## src/rtl/awd_pkg.sv

```systemverilog
package awd_pkg;
  localparam int AWD_ADDR_W       = 32;
  localparam int AWD_GRAN_W       = 16;
  localparam int AWD_FLD_W        = AWD_ADDR_W - AWD_GRAN_W;
  localparam int AWD_TGT_W        = 4;
  localparam int AWD_DATA_W       = 16;
  localparam int AWD_CTRL_EN_BIT  = 0;
  localparam int AWD_CTRL_TGT_LSB = 4;

  typedef enum logic [1:0] {
    SEL_CTRL  = 2'd0,
    SEL_BASE  = 2'd1,
    SEL_SIZE  = 2'd2,
    SEL_REMAP = 2'd3
  } awd_sel_e;

  typedef enum logic [AWD_TGT_W-1:0] {
    TGT_DRAM     = 4'd0,
    TGT_IREG     = 4'd1,
    TGT_PCIE     = 4'd2,
    TGT_PCIE_BRG = 4'd3,
    TGT_BROM     = 4'd4,
    TGT_XBRG     = 4'd5,
    TGT_SRAM     = 4'd7,
    TGT_FABRIC   = 4'd8,
    TGT_NONE     = 4'hF
  } awd_tgt_e;

  typedef struct packed {
    logic                 en;
    logic [AWD_TGT_W-1:0] tgt;
    logic [AWD_FLD_W-1:0] base;
    logic [AWD_FLD_W-1:0] size;
    logic [AWD_FLD_W-1:0] remap;
  } awd_win_t;

  // True when the value is a run of ones starting at bit 0 (zero included).
  function automatic logic awd_is_run(input logic [AWD_FLD_W-1:0] v);
    logic [AWD_FLD_W-1:0] inc;
    inc = v + AWD_FLD_W'(1);
    return ((v & inc) == '0);
  endfunction
endpackage

```

## src/rtl/awd_win_regs.sv

```systemverilog
module awd_win_regs
  import awd_pkg::*;
#(
  parameter logic                 RST_EN    = 1'b0,
  parameter logic [AWD_TGT_W-1:0] RST_TGT   = '0,
  parameter logic [AWD_FLD_W-1:0] RST_BASE  = '0,
  parameter logic [AWD_FLD_W-1:0] RST_SIZE  = '0,
  parameter logic [AWD_FLD_W-1:0] RST_REMAP = '0
) (
  input  logic                  clk,
  input  logic                  rst_n,
  input  logic                  wr_en,
  input  awd_sel_e              wr_sel,
  input  logic [AWD_DATA_W-1:0] wr_data,
  output awd_win_t              cfg,
  output logic                  size_bad
);

  awd_win_t cfg_q;
  awd_win_t cfg_n;
  logic     cfg_ce;

  always_comb begin
    cfg_n    = cfg_q;
    cfg_ce   = wr_en;
    size_bad = 1'b0;
    if (wr_en) begin
      unique case (wr_sel)
        SEL_CTRL: begin
          cfg_n.en  = wr_data[AWD_CTRL_EN_BIT];
          cfg_n.tgt = wr_data[AWD_CTRL_TGT_LSB +: AWD_TGT_W];
        end
        SEL_BASE:  cfg_n.base  = wr_data[AWD_FLD_W-1:0];
        SEL_SIZE: begin
          cfg_n.size = wr_data[AWD_FLD_W-1:0];
          size_bad   = !awd_is_run(wr_data[AWD_FLD_W-1:0]);
        end
        SEL_REMAP: cfg_n.remap = wr_data[AWD_FLD_W-1:0];
        default:   cfg_n = cfg_q;
      endcase
    end
  end

  always_ff @(posedge clk or negedge rst_n) begin
    if (!rst_n) begin
      cfg_q.en    <= RST_EN;
      cfg_q.tgt   <= RST_TGT;
      cfg_q.base  <= RST_BASE;
      cfg_q.size  <= RST_SIZE;
      cfg_q.remap <= RST_REMAP;
    end else if (cfg_ce) begin
      cfg_q <= cfg_n;
    end
  end

  assign cfg = cfg_q;

  AST_CFG_HOLD: assert property (@(posedge clk) disable iff (!rst_n)
    !wr_en |=> $stable(cfg_q)) else $error("window config changed without write");

endmodule

```

## src/rtl/awd_win_match.sv

```systemverilog
module awd_win_match
  import awd_pkg::*;
(
  input  awd_win_t              cfg,
  input  logic [AWD_FLD_W-1:0]  addr_hi,
  output logic                  match,
  output logic [AWD_FLD_W-1:0]  xlat_hi
);

  logic [AWD_FLD_W-1:0] keep_mask;

  always_comb begin
    keep_mask = ~cfg.size;
    match     = cfg.en && ((addr_hi & keep_mask) == (cfg.base & keep_mask));
    xlat_hi   = (cfg.remap & keep_mask) | (addr_hi & cfg.size);
  end

endmodule

```

## src/rtl/awd_prio_sel.sv

```systemverilog
module awd_prio_sel
  import awd_pkg::*;
#(
  parameter int NUM_WIN = 5,
  parameter int IDX_W   = 3,
  parameter bit OUT_REG = 1'b1
) (
  input  logic                                 clk,
  input  logic                                 rst_n,
  input  logic [NUM_WIN-1:0]                   match,
  input  logic [NUM_WIN-1:0]                   en_vec,
  input  logic [NUM_WIN-1:0][AWD_TGT_W-1:0]    tgt_arr,
  input  logic [NUM_WIN-1:0][AWD_FLD_W-1:0]    xlat_arr,
  input  logic [AWD_ADDR_W-1:0]                addr,
  output logic                                 hit,
  output logic [AWD_TGT_W-1:0]                 tgt,
  output logic [IDX_W-1:0]                     idx,
  output logic [AWD_ADDR_W-1:0]                out_addr
);

  logic [NUM_WIN-1:0]     grant;
  logic                   hit_n;
  logic [AWD_TGT_W-1:0]   tgt_n;
  logic [IDX_W-1:0]       idx_n;
  logic [AWD_ADDR_W-1:0]  addr_n;

  always_comb begin
    grant  = '0;
    hit_n  = 1'b0;
    idx_n  = '0;
    tgt_n  = TGT_NONE;
    addr_n = addr;
    for (int i = 0; i < NUM_WIN; i++) begin
      if (match[i] && !hit_n) begin
        hit_n    = 1'b1;
        grant[i] = 1'b1;
        idx_n    = IDX_W'(i);
        tgt_n    = tgt_arr[i];
        addr_n   = {xlat_arr[i], addr[AWD_GRAN_W-1:0]};
      end
    end
  end

  generate
    if (OUT_REG) begin : g_reg
      logic                  hit_q;
      logic [AWD_TGT_W-1:0]  tgt_q;
      logic [IDX_W-1:0]      idx_q;
      logic [AWD_ADDR_W-1:0] addr_q;
      logic                  out_ce;

      assign out_ce = 1'b1;

      always_ff @(posedge clk or negedge rst_n) begin
        if (!rst_n) begin
          hit_q  <= 1'b0;
          tgt_q  <= TGT_NONE;
          idx_q  <= '0;
          addr_q <= '0;
        end else if (out_ce) begin
          hit_q  <= hit_n;
          tgt_q  <= tgt_n;
          idx_q  <= idx_n;
          addr_q <= addr_n;
        end
      end

      assign hit      = hit_q;
      assign tgt      = tgt_q;
      assign idx      = idx_q;
      assign out_addr = addr_q;
    end else begin : g_comb
      assign hit      = hit_n;
      assign tgt      = tgt_n;
      assign idx      = idx_n;
      assign out_addr = addr_n;
    end
  endgenerate

  AST_ONE_GRANT: assert property (@(posedge clk) disable iff (!rst_n)
    $onehot0(grant)) else $error("more than one window granted");

  AST_GRANT_ENABLED: assert property (@(posedge clk) disable iff (!rst_n)
    hit_n |-> ((grant & en_vec) == grant)) else $error("disabled window granted");

endmodule

```

## src/rtl/addr_win_decoder.sv

```systemverilog
module addr_win_decoder
  import awd_pkg::*;
#(
  parameter int                   NUM_WIN   = 5,
  parameter bit                   OUT_REG   = 1'b1,
  parameter logic [AWD_FLD_W-1:0] BOOT_SIZE = 16'h7FFF,
  localparam int                  IDX_W     = (NUM_WIN > 1) ? $clog2(NUM_WIN) : 1,
  localparam int                  CFG_AW    = IDX_W + 2
) (
  input  logic                   clk,
  input  logic                   rst_n,
  input  logic                   cfg_we,
  input  logic [CFG_AW-1:0]      cfg_addr,
  input  logic [AWD_DATA_W-1:0]  cfg_wdata,
  output logic [AWD_DATA_W-1:0]  cfg_rdata,
  output logic                   cfg_err,
  input  logic [AWD_ADDR_W-1:0]  in_addr,
  output logic                   dec_hit,
  output logic [AWD_TGT_W-1:0]   dec_tgt,
  output logic [IDX_W-1:0]       dec_win,
  output logic [AWD_ADDR_W-1:0]  dec_addr
);

  logic [IDX_W-1:0]                cfg_win;
  awd_sel_e                        cfg_sel;
  awd_win_t                        win_cfg [NUM_WIN];
  logic [NUM_WIN-1:0]              bad_vec;
  logic [NUM_WIN-1:0]              match_vec;
  logic [NUM_WIN-1:0]              en_vec;
  logic [NUM_WIN-1:0][AWD_TGT_W-1:0] tgt_arr;
  logic [NUM_WIN-1:0][AWD_FLD_W-1:0] xlat_arr;
  logic                            err_q;
  logic                            err_n;
  logic                            err_ce;

  assign cfg_win = cfg_addr[CFG_AW-1:2];
  assign cfg_sel = awd_sel_e'(cfg_addr[1:0]);

  generate
    for (genvar w = 0; w < NUM_WIN; w++) begin : g_win
      awd_win_regs #(
        .RST_EN    (w == 0),
        .RST_TGT   (TGT_DRAM),
        .RST_BASE  ('0),
        .RST_SIZE  ((w == 0) ? BOOT_SIZE : '0),
        .RST_REMAP ('0)
      ) u_regs (
        .clk      (clk),
        .rst_n    (rst_n),
        .wr_en    (cfg_we && (cfg_win == IDX_W'(w))),
        .wr_sel   (cfg_sel),
        .wr_data  (cfg_wdata),
        .cfg      (win_cfg[w]),
        .size_bad (bad_vec[w])
      );

      awd_win_match u_match (
        .cfg     (win_cfg[w]),
        .addr_hi (in_addr[AWD_ADDR_W-1:AWD_GRAN_W]),
        .match   (match_vec[w]),
        .xlat_hi (xlat_arr[w])
      );

      assign en_vec[w]  = win_cfg[w].en;
      assign tgt_arr[w] = win_cfg[w].tgt;
    end
  endgenerate

  awd_prio_sel #(
    .NUM_WIN (NUM_WIN),
    .IDX_W   (IDX_W),
    .OUT_REG (OUT_REG)
  ) u_sel (
    .clk      (clk),
    .rst_n    (rst_n),
    .match    (match_vec),
    .en_vec   (en_vec),
    .tgt_arr  (tgt_arr),
    .xlat_arr (xlat_arr),
    .addr     (in_addr),
    .hit      (dec_hit),
    .tgt      (dec_tgt),
    .idx      (dec_win),
    .out_addr (dec_addr)
  );

  // Register read mux
  always_comb begin
    cfg_rdata = '0;
    for (int w = 0; w < NUM_WIN; w++) begin
      if (cfg_win == IDX_W'(w)) begin
        unique case (cfg_sel)
          SEL_CTRL: begin
            cfg_rdata[AWD_CTRL_EN_BIT]                   = win_cfg[w].en;
            cfg_rdata[AWD_CTRL_TGT_LSB +: AWD_TGT_W]     = win_cfg[w].tgt;
          end
          SEL_BASE:  cfg_rdata[AWD_FLD_W-1:0] = win_cfg[w].base;
          SEL_SIZE:  cfg_rdata[AWD_FLD_W-1:0] = win_cfg[w].size;
          SEL_REMAP: cfg_rdata[AWD_FLD_W-1:0] = win_cfg[w].remap;
          default:   cfg_rdata = '0;
        endcase
      end
    end
  end

  // Sticky configuration error
  always_comb begin
    err_ce = |bad_vec;
    err_n  = err_q | (|bad_vec);
  end

  always_ff @(posedge clk or negedge rst_n) begin
    if (!rst_n) begin
      err_q <= 1'b0;
    end else if (err_ce) begin
      err_q <= err_n;
    end
  end

  assign cfg_err = err_q;

  AST_ERR_STICKY: assert property (@(posedge clk) disable iff (!rst_n)
    cfg_err |=> cfg_err) else $error("config error flag dropped");

  AST_MISS_TGT: assert property (@(posedge clk) disable iff (!rst_n)
    !dec_hit |-> (dec_tgt == TGT_NONE)) else $error("miss without all-ones target");

  AST_WIN_RANGE: assert property (@(posedge clk) disable iff (!rst_n)
    dec_win < IDX_W'(NUM_WIN)) else $error("window index out of range");

endmodule

```

## config.mk

```make
export PLATFORM = sky130hd
export DESIGN_NAME = addr_win_decoder
export DESIGN_NICKNAME = d
export VERILOG_FILES = /design/src/rtl/awd_pkg.sv /design/src/rtl/awd_win_regs.sv /design/src/rtl/awd_win_match.sv /design/src/rtl/awd_prio_sel.sv /design/src/rtl/addr_win_decoder.sv
export SDC_FILE = /design/constraint.sdc
export NUM_CORES = 1
export LEC_CHECK = 0
export BUFFER_PORTS_ARGS = -buffer_cell sky130_fd_sc_hd__buf_2
export CORE_MARGIN = 2
export CORE_UTILIZATION = 35
export CTS_CLUSTER_SIZE = 20
export DETAILED_ROUTE_END_ITERATION = 8
export PLACE_DENSITY_LB_ADDON = 0.12
export SLEW_MARGIN = 20
export SYNTH_ARGS = -nofsm -noshare
export SYNTH_HDL_FRONTEND = slang
export SYNTH_SLANG_ARGS = --single-unit
```

## constraint.sdc

```tcl
create_clock -name clk -period 3.6 [get_ports clk]
set_input_delay 0.72 -clock clk [delete_from_list [all_inputs] [get_ports clk]]
set_output_delay 0.72 -clock clk [all_outputs]
set_load 0.02 [all_outputs]
```

======== Word level (Yosys, flattened, before mapping) ========
Index checks and enable logic that the tools add are counted.
word-level totals
  bits in registers ....................... 306
  word-level logic and storage cells ...... 168
operators by class
  add/subtract/negate cells ............... 1
  bitwise logic cells ..................... 32
  eq/ne operators ......................... 12
  reduce and logical (&&, ||, !) cells .... 43
  muxes and demuxes ....................... 50
operator list
  kind                                                                    number
  16-bit bitwise AND                                                      21
  32-bit two-way mux                                                      5
  8-bit one-hot mux with 3 select lines                                   5
  16-bit equality test                                                    5
  16-bit two-way mux                                                      5
  16-bit NOT                                                              5
  16-bit bitwise OR                                                       5
  4-bit one-hot mux with 4 select lines                                   5
  3-bit one-hot mux with 3 select lines                                   5
  2-bit AND reduction                                                     20
  4-bit two-way mux                                                       5
  1-bit one-hot mux with 4 select lines                                   5
  16-bit by 1-bit adder with 16-bit output (second input constant)        1
  16-bit zero test                                                        1
  1-bit logical AND                                                       14
  1-bit two-way mux                                                       12
  3-bit by 2-bit equality test with 1-bit output (second input constant)  2
  1-bit zero test                                                         5
  5-bit OR reduction                                                      1
  2-bit equality test (second input constant)                             2
  2-bit two-way mux                                                       2
  3-bit by 1-bit equality test with 1-bit output (second input constant)  1
  3-bit equality test (second input constant)                             1
  3-bit zero test                                                         1
  other kinds (4)                                                         4

======== Longest topological paths before layout ========
Gate-level depths: netlist of the first run.
  depth after elaboration ................. 17
  mapped depth ............................ 10
  mapped depth without buffers ............ 7

======== Modules after synthesis ========
A second synthesis of the first run with hierarchy kept.
second synthesis, totals
  cells, all modules ...................... 1366
  area total of the unflattened synthesis .. 17712.0 µm²
by module, submodules not included
  module                               instances  area each (µm²)  seq. area each (µm²)  cells an instance
  awd_win_regs at g_win[1].u_regs ...  4          2239.6           1326.3                138
  addr_win_decoder                     1          2631.3           25.0                  286
  awd_win_regs at g_win[0].u_regs      1          2259.7           1346.3                138
  awd_win_match                        5          399.1            0.0                   44
  awd_prio_sel                         1          1866.8           1006.0                170

======== Worst setup path before layout of the first run ========
OpenSTA, ideal clock, no wires.
  kind .................................... input -> output
  from .................................... input port cfg_addr[0]
  to ...................................... output port cfg_rdata[15]
  stages on the path ...................... 10
  slack ................................... 321 ps
  data arrival time ....................... 2559 ps
  cell sequence ........................... buf_2 > buf_2 > buf_2 > buf_1 > nand2_1 > o21ai_0 > a221oi_1 > o22ai_1 > a31oi_1 > a21oi_1
between the ends
  word-level cells in the longest chain between the ends .. 11
RTL lines
  element                                                                                       line                    RTL
  start: declaration                                                                            addr_win_decoder.sv:13  input logic [CFG_AW-1:0] cfg_addr,
  2-bit equality test / 2-bit by 1-bit equality test with 1-bit output (equally long branches)  addr_win_decoder.sv:92  unique case (cfg_sel)
  8-bit one-hot mux with 3 select lines                                                         addr_win_decoder.sv:92
  16-bit two-way mux                                                                            addr_win_decoder.sv:91  if (cfg_win == IDX_W'(w)) begin
  8-bit one-hot mux with 3 select lines                                                         addr_win_decoder.sv:92
  16-bit two-way mux                                                                            addr_win_decoder.sv:91
  8-bit one-hot mux with 3 select lines                                                         addr_win_decoder.sv:92
  16-bit two-way mux                                                                            addr_win_decoder.sv:91
  8-bit one-hot mux with 3 select lines                                                         addr_win_decoder.sv:92
  16-bit two-way mux                                                                            addr_win_decoder.sv:91
  8-bit one-hot mux with 3 select lines                                                         addr_win_decoder.sv:92
  16-bit two-way mux *                                                                          addr_win_decoder.sv:91
  end: declaration                                                                              addr_win_decoder.sv:15  output logic [AWD_DATA_W-1:0] cfg_rdata,
Mark *: on every way between the ends. The rest lies on a longest branch, timed or not.

======== Final worst setup path of the first run ========
  from .................................... input port in_addr[22]
  to ...................................... register u_sel.g_reg.addr_q[16], in the netlist u_sel.out_addr[16]
between the ends
  word-level cells in the longest chain between the ends .. 16
RTL lines
  element                 line                    RTL
  start: declaration      addr_win_decoder.sv:17  input logic [AWD_ADDR_W-1:0] in_addr,
  16-bit bitwise AND      awd_win_match.sv:14     match = cfg.en && ((addr_hi & keep_mask) == (cfg.base & keep_mask));
  16-bit equality test    awd_win_match.sv:14
  1-bit logical AND       awd_win_match.sv:14
  1-bit two-way mux       awd_prio_sel.sv:34      if (match[i] && !hit_n) begin
  1-bit zero test         awd_prio_sel.sv:34
  1-bit logical AND       awd_prio_sel.sv:34
  1-bit two-way mux       awd_prio_sel.sv:34
  1-bit zero test         awd_prio_sel.sv:34
  1-bit logical AND       awd_prio_sel.sv:34
  1-bit two-way mux       awd_prio_sel.sv:34
  1-bit zero test         awd_prio_sel.sv:34
  1-bit logical AND       awd_prio_sel.sv:34
  1-bit two-way mux       awd_prio_sel.sv:34
  1-bit zero test         awd_prio_sel.sv:34
  1-bit logical AND       awd_prio_sel.sv:34
  32-bit two-way mux *    awd_prio_sel.sv:34
  net u_sel.addr_n[16]    awd_prio_sel.sv:25      logic [AWD_ADDR_W-1:0] addr_n;
  end signal: assignment  awd_prio_sel.sv:64      addr_q <= addr_n;
  end: declaration        awd_prio_sel.sv:49      logic [AWD_ADDR_W-1:0] addr_q;
Mark *: on every way through the listed nets, which the timed path passes. The rest lies on a longest branch.
A chain may end at the register's enable or synchronous reset.

==> results of run 1 <==
## registers in the layout, summed over array words and instances (netlist names)
signal and flops:
u_sel.hit 1, u_sel.idx 3, u_sel.tgt 4, g_win.u_regs.cfg 265
u_sel.out_addr 32, cfg_err 1
## power groups by stage
stage / Sequential [µW] / Clock (µW) / Combinational (µW)
global placement: 4770 / 0 / 2300
detailed placement: 4770 / 0 / 2330
finish: 4730 / 3710 / 2340
global route: 4810 / 3960 / 2500
floorplan: 4540 / 0 / 1570
CTS: 4720 / 3800 / 2340
## cell type report
type / count / area (µm²)
Clock buffer: 56 / 1100
Clock inverter: 16 / 97.59
Timing Repair Buffer: 210 / 1511
Fill cell: 4453 / 27100
Sequential cell: 306 / 7682
Tap cell: 607 / 759.5
Inverter: 32 / 120.1
Multi-Input combinational cell: 922 / 8182
## synth_stat cells, types with 5 or more instances
| cell | number |
|---|---|
| mux2_2 | 313 |
| dfrtp_1 | 286 |
| xnor2_1 | 77 |
| clkbuf_1 | 60 |
| o21ai_0 | 56 |
| o22ai_1 | 52 |
| nand2_1 | 51 |
| mux2i_1 | 44 |
| nor2_1 | 35 |
| a21oi_1 | 33 |
| inv_1 | 32 |
| a22oi_1 | 27 |
| nand3_1 | 24 |
| a31oi_1 | 23 |
| mux4_2 | 21 |
| dfstp_2 | 20 |
| buf_2 | 19 |
| a221oi_1 | 17 |
| a211oi_1 | 16 |
| o211ai_1 | 16 |
| buf_6 | 14 |
| nor3_1 | 13 |
| a221o_1 | 11 |
| a221oi_2 | 11 |
| a41oi_1 | 10 |
| buf_4 | 10 |
| and2b_1 | 9 |
| nor2b_1 | 8 |
| buf_1 | 7 |
| nand4b_1 | 6 |
| a211oi_2 | 5 |
## cells by family (layout without fill, tap and decap cells)
family / Yosys count / after routing / share of synthesized area
AOI/OAI and AO/OA: 288 / 288 / 0.1243
xor gates and xnor gates: 80 / 80 / 0.04287
buffers and inverters: 144 / 314 / 0.04340
DFF: 306 / 306 / 0.4650
muxes: 378 / 378 / 0.2687
and+or+nand+nor: 176 / 176 / 0.05574
## worst max-delay path, stage by stage
cell       delay (ns)
buf_2            0.20
xnor2_1          0.40
o22ai_1          0.20
nor4_2           0.52
o2111ai_1        0.47
a2111oi_4        0.44
buf_4            0.31
a21oi_1          0.07
a221oi_1         0.48
## placed cells by master (no fill, tap or decap), types with 17 or more instances in the layout
| master | Yosys | final |
|---|---|---|
| o21ai_0 | 56 | 56 |
| o22ai_1 | 52 | 52 |
| a31oi_1 | 23 | 23 |
| mux2i_1 | 44 | 44 |
| mux2_2 | 313 | 313 |
| a21oi_1 | 33 | 33 |
| a221oi_1 | 17 | 17 |
| inv_1 | 32 | 32 |
| nand2_1 | 51 | 51 |
| nand3_1 | 24 | 24 |
| dfstp_2 | 20 | 20 |
| nor2_1 | 35 | 20 |
| buf_2 | 19 | 109 |
| clkbuf_16 | 0 | 39 |
| xnor2_1 | 77 | 77 |
| mux4_2 | 21 | 21 |
| a22oi_1 | 27 | 27 |
| buf_4 | 10 | 84 |
| dfrtp_1 | 286 | 286 |
## through the flow
step	utilization	instances	setup slack [ns]	cell area [µm²]	hold slack [ns]
floorplan	-	1372	0.3210	16520	0.4244
global placement	0.3920	2077	-0.4081	18250	0.4932
detailed placement	0.3920	2077	-0.4601	18250	0.4956
CTS	0.4177	2149	0.09186	19450	0.1983
global route	0.4178	2149	0.1718	19450	0.2130
finish	0.4178	2149	0.1561	19450	0.1648
## worst max-delay path by stage
stage	slack, ns	end	start
global route	0.17	u_sel.out_addr[16]	g_win[4].u_regs.cfg[38]
CTS	0.09	u_sel.out_addr[16]	g_win[4].u_regs.cfg[37]
detailed placement	-0.46	u_sel.out_addr[16]	in_addr[22]
finish	0.16	u_sel.out_addr[16]	in_addr[22]
floorplan	0.32	cfg_rdata[15]	cfg_addr[0]
global placement	-0.41	u_sel.out_addr[16]	in_addr[22]
## metal layers
| layer | vias up | part of all wire |
|---|---|---|
| li1 | 5398 | - |
| met1 | 6473 | 0.44 |
| met2 | 448 | 0.46 |
| met3 | 111 | 0.061 |
| met4 | 2 | 0.039 |
| met5 | - | 0.00020 |
==> metrics, run 1 <==
global-route wire length before repair around 92 mm; total track usage 0.2586; area share of the largest cell type after synthesis 0.4332; Max Fclk 290.4 MHz; Yosys cell types 60; sequential power share 0.439; IO Pins approximately 110; P_leak between 0.008 and 0.009 µW; hold crit path type input port to async pin; r2r endpoint u_sel.out_addr[16]; crit path launch type input port; Initial Util 0.3548; cell accounting for the most synthesized area dfrtp_1; total number of yosys warnings 0; final net count about 1600; Num CTS Buffers 39; met3 Resource Use GR 0.04647; Via density 5.785; 1st-pass router iterations 5; max_cap viols 0; clock skew roughly 0.016 ns; R2R Setup Slk roughly 0.18 ns; Worst Tran Pin Value a little over 0.8 ns; GP Congestion approximately 0.89; initial antenna violation count 3; Max Root-Sink Buffers 3; Logic pwr share 0.217; DRC viols 0; DP HPWL around 45 mm; number of global-route vias before repair between 10000 and 15000; Iter 0 DRT Violations between 900 and 1000; Setup TNS 0 ns; # clock sinks a little over 300; Die W between 200 and 250 µm; Post-synth EDFFs 0; start of the worst register-to-register path g_win[4].u_regs.cfg[38]; Cell Int Power between 7000 and 8000 µW; busiest grt layer met2; # diodes 0; clock-pin slew on the worst setup and hold paths approximately 0.05 ns; Synth Instances 1372; DRT antenna net count 0; I/O Buffers 112; Critical Path RT 3.99 ns; Synth Flop Type dfrtp_1; Crit. End Element flop; top area cells in the synthesized netlist dfrtp_1, mux2_2, xnor2_1, dfstp_2, mux4_2; endpoints failing setup 0; FP Rows just under 80; pwr dens between 500 and 600 mW/mm²; Tcrit/Tclk final 0.9566; post_cts resized 0; total core area roughly 0.047 mm²; P_sw 3397 µW; Syn Nets roughly 1400; CTS H-tree depth 2; clock latency on the worst-skew pair 0.56 ns; pin count of the biggest net entering global routing between 80 and 90; CTS tree built; Hold-fix buffers, CTS 0; critical path class input port to flop; Final Hold Vio Count 0; chip height about 220 µm; share of cells above drive strength 1 0.4384; RSZ-0062 raised after global routing no; Yosys reg bits roughly 300; FFs w/ async S/R, synth 1.000; FF-to-FF path depth 8; met1 GRT Util 0.3585; Final Slew Violations 0; Final Critical Period 3.444 ns; Area Overhead vs Synth 17.75%; switch share 0.3152; root buffer cell clkbuf_16; Post-Route WL roughly 64 mm; GRT overflow 0; DR WL/cell between 20 and 30 µm; Final Total Pwr 10780 µW; via count roughly 12000; Max transition margin 0.4564; sequential area share after synthesis 0.4650; post-synthesis area per instance 12.04 µm²; Crit Path Max Fanout 10; status complete, no violations; clock share of power 0.344; met2 usage 0.4017; Post CTS Setup Buffer Count 0; CP Data Arrival Time ~3.8 ns; DIE AREA between 0.04 and 0.05 mm²; Max VDD drop 0.3184 mV; Mapped Area approximately 0.017 mm²
Note: power is estimated with default switching activity, not from simulation.
==> inputs of run 2 (changes only) <==
==> constraint.sdc (replaced) <==
create_clock -name clk -period 3.6 [get_ports clk]
set_input_delay 1.08 -clock clk [delete_from_list [all_inputs] [get_ports clk]]
set_output_delay 1.08 -clock clk [all_outputs]
set_load 0.02 [all_outputs]
==> run 2 against run 1 <==
Net effect:
- the flow now finishes with violations (negative setup slack)
- power increased by 8.0%
- via count grew 4.9%
- wire length is 3.8% higher
- clock skew down 0.00094 ns
- sequential power is 0.8% higher
- sequential share of layout area down 3.4 points
- count of clock-buffer cells in the layout rose by 2
- setup slack lost 0.35 ns
- first-iteration DRC count rose by 25%
- critical endpoint is now cfg_rdata[3]
==> metrics, run 2 (synthesized netlist as in run 1, its figures left out) <==
status finished with violations; failing checks negative setup slack; critical path class input port to primary output; Die W 221.3 µm (unchanged); Max VDD drop 0.3567 mV (+12%); Max Root-Sink Buffers 3 (unchanged); max reg flops 265 (unchanged); Critical Path RT 2.52 ns (-1.47 ns); Final Critical Period 3.790 ns (+0.3458 ns); DR WL/cell 29.25 µm (-1.3%); pwr dens 547.1 mW/mm² (-1.3%); Hold-fix buffers, CTS 0 (unchanged); CTS tree built; via count 13040 (+4.9%); 1st-pass router iterations 5 (unchanged); worst setup path startpoint cfg_addr[0]; Hold Startpoint g_win[1].u_regs.cfg[49]; Post-Route WL 66.10 mm (+3.8%); global-route wire length before repair 95.83 mm (+4.0%); DRT antenna net count 0 (unchanged); clock skew 0.01487 ns (-0.0009359 ns); Area Overhead vs Synth 28.82%; Setup TNS -1.753 ns (-1.753 ns); number of global-route vias before repair 13220 (+4.9%); endpoints failing setup 15 (+15); hold crit path type flop to flop; Via density 5.768 (-0.29%); Initial Util 0.3548 (unchanged); start of the worst register-to-register path g_win[3].u_regs.cfg[32]; root buffer cell clkbuf_16; Final Hold Vio Count 0 (unchanged); Crit Path Max Fanout 6 (-4); Tcrit/Tclk final 1.053 (+0.09606); Max transition margin 0.4636 (+0.007205); pin count of the biggest net entering global routing 88 (+1.1%); final net count 1679 (+7.1%); chip height 221.3 µm (unchanged); Crit. End Element primary output; clock latency on the worst-skew pair 0.56 ns (about the same); share of cells above drive strength 1 0.5121 (+0.07371); commonest non-fill, non-tap cell in the layout mux2_2; clock-pin slew on the worst setup and hold paths 0.06 ns (about the same); total core area 0.04656 mm² (unchanged); max_cap viols 0 (unchanged); total track usage 0.2670 (+0.008343); crit path launch type input port; CTS H-tree depth 2 (unchanged); FP Rows 79 (unchanged); GP Congestion 0.9081 (+1.8%); Final Slew Violations 0 (unchanged); initial antenna violation count 0 (-3); Iter 0 DRT Violations 1223 (+25%); CP Data Arrival Time 2.71 ns (-1.13 ns); DP HPWL 46.81 mm (+4.7%); # clock sinks 306 (unchanged); Num CTS Buffers 39 (unchanged); I/O Buffers 112 (unchanged); fin worst setup slack -0.1897 ns (-0.3458 ns); commonest cells after routing, fill and taps aside mux2_2, dfrtp_1, buf_4, buf_2, xnor2_1; GRT overflow 0 (unchanged); IO Pins 113 (unchanged); DIE AREA 0.04895 mm² (unchanged); P_leak 0.009069 µW (+10%); Worst Tran Pin Value 0.8046 ns (-0.01081 ns); DRC viols 0 (unchanged); Max Fclk 263.9 MHz (-9.1%); RSZ-0062 raised after global routing yes; Hold WS 0.5118 ns (+0.3469 ns)
## run 2: cell count changes in the layout (fill, tap and decap cells not counted), sizes merged, moves of 3 or more
cell,previous run,this run
bufinv,0,5
buf,210,321
inv,36,32
clkbuf,56,59
clkinv,11,7
## run 2: layout make-up
type | instances | area, µm²
well taps | 607 | 759.5
repair buffers | 322 | 2751
diodes | 1 | 2.502
flip-flops and latches | 306 | 7682
clock inverters | 12 | 188.9
inverters | 32 | 120.1
fillers | 4290 | 25280
clock buffers | 58 | 1190
multi-input cells | 922 | 8586
## run 2: critical path, cell delays in order
cell     delay [ns]
buf_12         0.12
buf_12         0.15
buf_16         0.14
buf_12         0.12
mux2_2         0.33
a221o_1        0.31
a31oi_2        0.21
a21oi_2        0.05
buf_4          0.18
## run 2: where the power goes
| group | leakage, µW | switching (µW) | total, µW | internal, µW |
|---|---|---|---|---|
| logic | 0.00456 | 1270 | 2640 | 1370 |
| clock network | 0.000684 | 1590 | 4230 | 2640 |
| registers | 0.00383 | 692 | 4770 | 4080 |
## run 2: timing repair
action	4_1_cts	5_1_grt
pin swaps	19	18
setup buffers	7	5
endpoints found under the setup margin	16	16
resized for setup	73	35
gates cloned	3	1
## run 2: metal layers
layer | GRT usage | vias to the layer above | share of wire
met5 | 0 | - | 0
met4 | 0.08941 | 0 | 0.031
met3 | 0.03718 | 99 | 0.058
met2 | 0.4210 | 451 | 0.46
met1 | 0.3771 | 6859 | 0.45
li1 | - | 5627 | -
## run 2: final timing paths
kind / slack [ns] / end / cells past startpoint
worst max-delay path: -0.19 / cfg_rdata[3] / 9
worst min-delay path: 0.51 / g_win[1].u_regs.cfg[49] / 1
worst max register to register: 0.44 / u_sel.out_addr[16] / 9
worst min register to register: 0.51 / g_win[1].u_regs.cfg[49] / 1
min in group asynchronous: 0.58 / u_sel.out_addr[11] / 1
max in group asynchronous: 2.21 / g_win[4].u_regs.cfg[28] / 2
## run 2: through the flow
step	cells	total power (µW)	cell area, µm²	worst slack, ns	util
after floorplan	1372	6126	16610	0.007513	-
after global routing	2259	12090	21280	-0.2110	0.4570
after global placement	2176	7257	19240	-0.3700	0.4133
final	2260	11640	21280	-0.1897	0.4571
after detailed placement	2176	7288	19240	-0.3803	0.4133
after CTS	2254	11660	21050	-0.1295	0.4522
